File: config.mk
export PLATFORM = sky130hd
export DESIGN_NAME = slist_engine
export DESIGN_NICKNAME = d
export VERILOG_FILES = /design/src/rtl/slist_pkg.sv /design/src/rtl/slist_arb.sv /design/src/rtl/slist_entry.sv /design/src/rtl/slist_ctrl.sv /design/src/rtl/slist_engine.sv
export SDC_FILE = /design/constraint.sdc
export NUM_CORES = 1
export LEC_CHECK = 0
export BUFFER_PORTS_ARGS = -buffer_cell sky130_fd_sc_hd__buf_2
export CAP_MARGIN = 20
export CORE_MARGIN = 2
export CORE_UTILIZATION = 60
export CTS_CLUSTER_DIAMETER = 200
export DETAILED_ROUTE_END_ITERATION = 10
export PLACE_DENSITY = 0.85
export SYNTH_ARGS = -nofsm -noshare
export SYNTH_HDL_FRONTEND = slang
export SYNTH_SLANG_ARGS = --single-unit
File: constraint.sdc
create_clock -name clk -period 3.8 [get_ports clk]
set_input_delay 0.19 -clock clk [delete_from_list [all_inputs] [get_ports clk]]
set_output_delay 0.19 -clock clk [all_outputs]
set_load 0.01 [all_outputs]
File: src/rtl/slist_pkg.sv
package slist_pkg;

  typedef enum logic [2:0] {
    ST_INV  = 3'd0,
    ST_HEAD = 3'd1,
    ST_MID  = 3'd2,
    ST_TAIL = 3'd3,
    ST_EXCL = 3'd4
  } ent_state_e;

  typedef enum logic [2:0] {
    OP_NONE      = 3'd0,
    OP_MKHEAD    = 3'd1,
    OP_PREPENDED = 3'd2,
    OP_INVAL     = 3'd3,
    OP_EXCL      = 3'd4
  } ent_op_e;

  typedef enum logic [2:0] {
    F_IDLE = 3'd0,
    F_RD   = 3'd1,
    F_PREP = 3'd2,
    F_PCHK = 3'd3,
    F_WALK = 3'd4
  } eng_fsm_e;

  // Position an old head takes once a new reader is linked in front of it.
  function automatic ent_state_e demote_on_prepend(ent_state_e cur, logic has_next);
    if (cur == ST_HEAD && has_next) return ST_MID;
    return ST_TAIL;
  endfunction

  // Owner-class states: the ones that are allowed at most once in the list.
  function automatic logic is_owner(ent_state_e s);
    return (s == ST_HEAD) || (s == ST_EXCL);
  endfunction

endpackage

File: src/rtl/slist_arb.sv
module slist_arb #(
  parameter int N  = 4,
  localparam int IW = (N > 1) ? $clog2(N) : 1
) (
  input  logic [N-1:0]  rd,
  input  logic [N-1:0]  pg,
  output logic          any,
  output logic [IW-1:0] sel,
  output logic          sel_purge
);
  logic [N-1:0] want;

  genvar g;
  generate
    for (g = 0; g < N; g++) begin : g_want
      assign want[g] = rd[g] | pg[g];
    end
  endgenerate

  always_comb begin
    sel = '0;
    for (int i = N - 1; i >= 0; i--) begin
      if (want[i]) sel = IW'(i);
    end
  end

  assign any       = |want;
  assign sel_purge = pg[sel];
endmodule

File: src/rtl/slist_entry.sv
module slist_entry
  import slist_pkg::*;
#(
  parameter int N  = 4,
  localparam int PW = $clog2(N + 1)
) (
  input  logic          clk,
  input  logic          rst_n,
  input  ent_op_e       op,
  input  logic [PW-1:0] arg,
  output ent_state_e    state,
  output logic [PW-1:0] fwd,
  output logic [PW-1:0] bwd
);
  localparam logic [PW-1:0] NULLP = PW'(N);

  always_ff @(posedge clk or negedge rst_n) begin
    if (!rst_n) begin
      state <= ST_INV;
      fwd   <= NULLP;
      bwd   <= NULLP;
    end else begin
      case (op)
        OP_MKHEAD: begin
          state <= ST_HEAD;
          fwd   <= arg;
          bwd   <= NULLP;
        end
        OP_PREPENDED: begin
          state <= demote_on_prepend(state, fwd != NULLP);
          bwd   <= arg;
        end
        OP_INVAL: begin
          state <= ST_INV;
          fwd   <= NULLP;
          bwd   <= NULLP;
        end
        OP_EXCL: begin
          state <= ST_EXCL;
          fwd   <= NULLP;
          bwd   <= NULLP;
        end
        default: ;
      endcase
    end
  end


  inval_clears_chk: assert property (@(posedge clk) disable iff (!rst_n)
    op == OP_INVAL |=> state == ST_INV && fwd == NULLP && bwd == NULLP);


  prepend_demotes_chk: assert property (@(posedge clk) disable iff (!rst_n)
    op == OP_PREPENDED |=> (state == ST_MID || state == ST_TAIL) && bwd == $past(arg));
endmodule

File: src/rtl/slist_ctrl.sv
module slist_ctrl
  import slist_pkg::*;
#(
  parameter int N  = 4,
  localparam int IW = (N > 1) ? $clog2(N) : 1,
  localparam int PW = $clog2(N + 1)
) (
  input  logic          clk,
  input  logic          rst_n,
  input  logic          acc_any,
  input  logic [IW-1:0] acc_sel,
  input  logic          acc_purge,
  input  ent_state_e    ent_state [N],
  input  logic [PW-1:0] ent_fwd   [N],
  output ent_op_e       op        [N],
  output logic [PW-1:0] arg       [N],
  output logic          mem_cached,
  output logic [PW-1:0] mem_head,
  output logic          done,
  output logic          err
);
  localparam logic [PW-1:0] NULLP = PW'(N);

  eng_fsm_e      fsm, fsm_n;
  logic [IW-1:0] req, req_n;
  logic [PW-1:0] oldh, oldh_n, cur, cur_n, head_n;
  logic          cached_n, fin, fin_err;

  // named internal events for the checks
  logic ev_accept, ev_prepend, ev_inval;
  assign ev_accept  = (fsm == F_IDLE) && acc_any;
  assign ev_prepend = (fsm == F_PREP);
  assign ev_inval   = (fsm == F_WALK);

  always_comb begin
    fsm_n    = fsm;
    req_n    = req;
    oldh_n   = oldh;
    cur_n    = cur;
    cached_n = mem_cached;
    head_n   = mem_head;
    fin      = 1'b0;
    fin_err  = 1'b0;
    for (int i = 0; i < N; i++) begin
      op[i]  = OP_NONE;
      arg[i] = NULLP;
    end
    case (fsm)
      F_IDLE: begin
        if (acc_any) begin
          req_n = acc_sel;
          fsm_n = acc_purge ? F_PCHK : F_RD;
        end
      end
      F_RD: begin
        if (ent_state[req] != ST_INV) begin
          fin   = 1'b1;
          fsm_n = F_IDLE;
        end else if (!mem_cached) begin
          op[req]  = OP_MKHEAD;
          arg[req] = NULLP;
          cached_n = 1'b1;
          head_n   = PW'(req);
          fin      = 1'b1;
          fsm_n    = F_IDLE;
        end else begin
          oldh_n = mem_head;
          fsm_n  = F_PREP;
        end
      end
      F_PREP: begin
        op[req]            = OP_MKHEAD;
        arg[req]           = oldh;
        op[oldh[IW-1:0]]   = OP_PREPENDED;
        arg[oldh[IW-1:0]]  = PW'(req);
        head_n             = PW'(req);
        fin                = 1'b1;
        fsm_n              = F_IDLE;
      end
      F_PCHK: begin
        if (ent_state[req] == ST_EXCL) begin
          fin   = 1'b1;
          fsm_n = F_IDLE;
        end else if (ent_state[req] != ST_HEAD) begin
          fin     = 1'b1;
          fin_err = 1'b1;
          fsm_n   = F_IDLE;
        end else if (ent_fwd[req] == NULLP) begin
          op[req] = OP_EXCL;
          fin     = 1'b1;
          fsm_n   = F_IDLE;
        end else begin
          cur_n = ent_fwd[req];
          fsm_n = F_WALK;
        end
      end
      F_WALK: begin
        op[cur[IW-1:0]] = OP_INVAL;
        if (ent_fwd[cur[IW-1:0]] == NULLP) begin
          op[req] = OP_EXCL;
          fin     = 1'b1;
          fsm_n   = F_IDLE;
        end else begin
          cur_n = ent_fwd[cur[IW-1:0]];
        end
      end
      default: fsm_n = F_IDLE;
    endcase
  end

  always_ff @(posedge clk or negedge rst_n) begin
    if (!rst_n) begin
      fsm        <= F_IDLE;
      req        <= '0;
      oldh       <= NULLP;
      cur        <= NULLP;
      mem_cached <= 1'b0;
      mem_head   <= NULLP;
      done       <= 1'b0;
      err        <= 1'b0;
    end else begin
      fsm        <= fsm_n;
      req        <= req_n;
      oldh       <= oldh_n;
      cur        <= cur_n;
      mem_cached <= cached_n;
      mem_head   <= head_n;
      done       <= fin;
      err        <= fin_err;
    end
  end


  done_pulse_chk: assert property (@(posedge clk) disable iff (!rst_n)
    done |=> !done);


  err_with_done_chk: assert property (@(posedge clk) disable iff (!rst_n)
    err |-> done);


  prep_head_chk: assert property (@(posedge clk) disable iff (!rst_n)
    ev_prepend |=> mem_head == PW'($past(req)));


  cached_sticky_chk: assert property (@(posedge clk) disable iff (!rst_n)
    mem_cached |=> mem_cached);


  accept_idle_chk: assert property (@(posedge clk) disable iff (!rst_n)
    ev_accept |=> fsm != F_IDLE && !done);


  walk_not_self_chk: assert property (@(posedge clk) disable iff (!rst_n)
    ev_inval |-> cur != PW'(req) && cur != NULLP);
endmodule

File: src/rtl/slist_engine.sv
module slist_engine
  import slist_pkg::*;
#(
  parameter int N_CACHE = 4
) (
  input  logic                                 clk,
  input  logic                                 rst_n,
  input  logic [N_CACHE-1:0]                   rd_req,
  input  logic [N_CACHE-1:0]                   purge_req,
  output logic [3*N_CACHE-1:0]                 cache_state,
  output logic [$clog2(N_CACHE+1)*N_CACHE-1:0] cache_fwd,
  output logic [$clog2(N_CACHE+1)*N_CACHE-1:0] cache_bwd,
  output logic                                 mem_cached,
  output logic [$clog2(N_CACHE+1)-1:0]         mem_head,
  output logic                                 done,
  output logic                                 err
);
  localparam int IW = (N_CACHE > 1) ? $clog2(N_CACHE) : 1;
  localparam int PW = $clog2(N_CACHE + 1);

  logic          acc_any, acc_purge;
  logic [IW-1:0] acc_sel;
  ent_state_e    ent_state [N_CACHE];
  logic [PW-1:0] ent_fwd   [N_CACHE];
  logic [PW-1:0] ent_bwd   [N_CACHE];
  ent_op_e       ent_op    [N_CACHE];
  logic [PW-1:0] ent_arg   [N_CACHE];
  logic [N_CACHE-1:0] owner;

  slist_arb #(.N(N_CACHE)) u_arb (
    .rd(rd_req), .pg(purge_req),
    .any(acc_any), .sel(acc_sel), .sel_purge(acc_purge)
  );

  slist_ctrl #(.N(N_CACHE)) u_ctrl (
    .clk(clk), .rst_n(rst_n),
    .acc_any(acc_any), .acc_sel(acc_sel), .acc_purge(acc_purge),
    .ent_state(ent_state), .ent_fwd(ent_fwd),
    .op(ent_op), .arg(ent_arg),
    .mem_cached(mem_cached), .mem_head(mem_head),
    .done(done), .err(err)
  );

  genvar g;
  generate
    for (g = 0; g < N_CACHE; g++) begin : g_ent
      slist_entry #(.N(N_CACHE)) u_ent (
        .clk(clk), .rst_n(rst_n),
        .op(ent_op[g]), .arg(ent_arg[g]),
        .state(ent_state[g]), .fwd(ent_fwd[g]), .bwd(ent_bwd[g])
      );
      assign cache_state[3*g +: 3]  = ent_state[g];
      assign cache_fwd[PW*g +: PW]  = ent_fwd[g];
      assign cache_bwd[PW*g +: PW]  = ent_bwd[g];
      assign owner[g]               = is_owner(ent_state[g]);
    end
  endgenerate


  one_owner_chk: assert property (@(posedge clk) disable iff (!rst_n)
    $onehot0(owner));


  uncached_empty_chk: assert property (@(posedge clk) disable iff (!rst_n)
    !mem_cached |-> owner == '0 && mem_head == PW'(N_CACHE));
endmodule

==> flow_summary.yaml <==
power_and_ir_drop:
  vdd_drop_max_mv: 0.457
  power.leakage_nw: 1.50
  power-per-cell-area_mw_per_mm2: 819
critical_path:
  cp.arrival_ps: 3330
  path_cells: "mux4_1, or4_4, o21ai_0, nor2_1, a21oi_2, mux2_1"
  endpoint_kind: "register"
  r2r_start: "u_ctrl.req[0]"
  critPathMaxFanout: 19
  path_class: "register to register"
  reg2reg_depth: 6
  cpLargestDelayFamily: "multiplexers"
  max_stage_delay_ps: 840
  reg2reg_to: "g_ent[2].u_ent.fwd[2]"
  start_kind: "register"
  cp.required_ps: 4030
  path_buf_inv: 0
  critPathSlowestCell: "dfrtp_1"
  rrSetupSlack_ps: 700
sta:
  finalSetupTns_ps: 0
  rsz0062_at_grt: "no"
  hold_viol: 0
  timing.final.crit_share: 0.816
  fin_skew_ps: 11.4
  max_freq_mhz: 322
  drv_slew: 0
  slew_headroom: 0.494
  worst_slew_pin_slew_ps: 759
  finalCriticalPeriod_ps: 3100
  finalSetupViolCount: 0
clock_network:
  clockBufferDepth: 2
  cts.sinks: 52
  tritoncts: "done"
  postCtsSetupBuffers: 0
  cts_buffers: 5
  cts-root-buf: "clkbuf_8"
  cts.clk_slew.worst_paths_ps: 90
  clk_latency_ps: 310
  h-tree-depth: 2
synthesis:
  synthFlopType: "dfrtp_1"
  syn_nets: 301
  synth_edf_count: 0
  ys_ff_latch: 52
  ys_warn_count: 0
  syn_inst: 291
  ys_seq_area_frac: 0.450
  syn_area_per_cell_sq_um: 10.0
  syn_area_sq_mm: 0.00292
  async_flop_share: 1.00
  synth.distinct_cells: 64
global_routing:
  first_global_vias: 2289
  grtUsageTotal: 0.284
  grt_pass1_wl_microns: 11700
  grt-ovfl-total: 0
  grt_max_degree: 53
  antenna_found_initial: 0
floorplanning:
  core_area_sq_mm: 0.00472
  die_w_microns: 73.8
  rows: 25
  start_util: 0.619
  die_h_microns: 73.8
  fp.dieArea_sq_mm: 0.00544
  ioPinCount: 52
routing:
  vias: 2560
  drt_wl_total_microns: 7440
  postRouteAntennaNets: 0
  wl_per_cell_microns: 18.3
  vias_per_cell: 6.31
  drtIter0Drc: 290
  drtPass1Iterations: 5
  drcViolationCount: 0
placement:
  portBuffers: 51
  dp_cells: 396
  gp_congestion: 0.969
  dp.final_hpwl_microns: 5300
hold_path:
  hold_path_depth: 3
  hold_path_startpoint: "purge_req[2]"
  whs_endpoint: "u_ctrl.fsm[1]"
  hp-class: "input pin to register"
cells_and_area:
  stdcell_count: 406
  drive_above_1_share: 0.286
  diodes: 0
  fin_nets: 348
  syn_to_final_growth_pct: 13.7
  post-route-util: 0.704
run_status:
  status: "finished clean"
run:
  drv_cap: 0
==> Yosys cell counts (all sizes together) (2+ instances only) <==
master | number | share of area
a32o | 2 | 0.0069
or4 | 2 | 0.0064
clkbuf | 11 | 0.014
nor2 | 34 | 0.044
a21oi | 14 | 0.030
buf | 4 | 0.012
mux2i | 3 | 0.010
or3b | 2 | 0.0060
and2 | 2 | 0.0043
nor2b | 4 | 0.0086
a31oi | 3 | 0.0064
nand3 | 8 | 0.014
o211ai | 2 | 0.0051
o31a | 2 | 0.0060
dfrtp | 42 | 0.36
nor3b | 3 | 0.0077
mux4 | 9 | 0.075
or3 | 3 | 0.0064
dfstp | 10 | 0.090
a22o | 3 | 0.0090
o22ai | 5 | 0.011
mux2 | 11 | 0.045
nor3 | 8 | 0.014
nand2 | 43 | 0.055
o32ai | 2 | 0.0060
inv | 8 | 0.010
nor4b | 3 | 0.011
o311a | 2 | 0.0069
o21bai | 2 | 0.0051
nand4 | 2 | 0.0043
o21ai | 14 | 0.025
and3 | 2 | 0.0043
nand2b | 6 | 0.013
==> routing by layer <==
metal	routed length, microns	GRT usage	vias to the layer above
met4	95	0.0566	0
met3	490	0.0480	10
met1	3270	0.409	1252
li1	-	-	1175
met5	0	0	-
met2	3580	0.458	123
==> flip-flops by register name, summed over array words and instances, names as in the netlist <==
signal,flops
u_ctrl.mem_head,3
u_ctrl.done,1
g_ent.u_ent.state,12
g_ent.u_ent.bwd,12
g_ent.u_ent.fwd,12
u_ctrl.cur,2
u_ctrl.req,2
u_ctrl.fsm,3
u_ctrl.mem_cached,1
u_ctrl.err,1
u_ctrl.oldh,3
==> metrics by stage <==
stage          power, mW  hold slack, ps  area (sq um)  setup WS [ps]
5_1_grt             2.88             246          3320            564
2_1_floorplan       1.95            -106          2920           1330
3_3_place_gp        2.34             446          3200            906
6_report            2.72             212          3320            698
4_1_cts             2.70             130          3290            769
3_5_place_dp        2.37             452          3200            791
==> power breakdown <==
part | internal [mW] | leakage [nW] | total, mW | switching, mW
clock | 0.148 | 0.0445 | 0.327 | 0.179
sequential | 0.787 | 0.646 | 1.12 | 0.336
combinational | 0.576 | 0.814 | 1.27 | 0.695
total | 1.51 | 1.50 | 2.72 | 1.21
==> logic make-up (layout without fill, tap and decap cells) <==
| kind of cell | after synthesis | in the layout | synth area share |
|---|---|---|---|
| AOI/OAI and AO/OA | 67 | 67 | 0.175 |
| and+or+nand+nor | 125 | 125 | 0.206 |
| buffers and inverters | 23 | 71 | 0.0364 |
| muxes | 23 | 23 | 0.130 |
| DFF | 52 | 52 | 0.450 |
| xor gates and xnor gates | 1 | 1 | 0.00300 |
==> area by class of cell <==
cell class / count / area, sq um
multi-input combinational: 216 / 1500
fill: 365 / 1400
sequential: 52 / 1310
timing repair buffer: 55 / 300
clock buffer: 7 / 86.3
tap: 67 / 83.8
inverter: 8 / 30.0
clock inverter: 1 / 7.51
==> worst max path at each step <==
stage                            end           from  slack, ps  cells after the start
6_report       g_ent[2].u_ent.fwd[2]  u_ctrl.req[0]        700                      6
5_1_grt        g_ent[2].u_ent.fwd[2]  u_ctrl.req[0]        560                      6
4_1_cts        g_ent[2].u_ent.fwd[2]  u_ctrl.req[0]        770                      6
3_5_place_dp   g_ent[2].u_ent.fwd[2]  u_ctrl.req[0]        790                      6
3_3_place_gp   g_ent[2].u_ent.fwd[2]  u_ctrl.req[0]        910                      6
2_1_floorplan  g_ent[2].u_ent.fwd[2]  u_ctrl.req[0]       1330                      8
==> timing repair <==
item	CTS	global route
endpoints found under the hold margin	0	11
resized for setup	0	0
hold buffers	0	1
==> worst register-to-register path: stages, from the launching register on <==
cell and delay (ps):
dfrtp_1 840, mux4_1 740, or4_4 610, o21ai_0 190, nor2_1 130, a21oi_2 180
mux2_1 340
==> cell usage in the layout (no fill, tap or decap), drive strengths merged, types with 2 or more instances in the layout <==
master	count
buf	54
nand2	43
dfrtp	42
nor2	34
o21ai	14
a21oi	14
mux2	11
dfstp	10
mux4	9
nor3	8
nand3	8
inv	8
clkbuf	7
nand2b	6
o22ai	5
nor2b	4
nor3b	3
a31oi	3
or3	3
mux2i	3
a22o	3
nor4b	3
and2	2
o31a	2
and3	2
a32o	2
nand4	2
o211ai	2
o21bai	2
o32ai	2
o311a	2
or3b	2
or4	2
(Power assumes the default switching activity.)
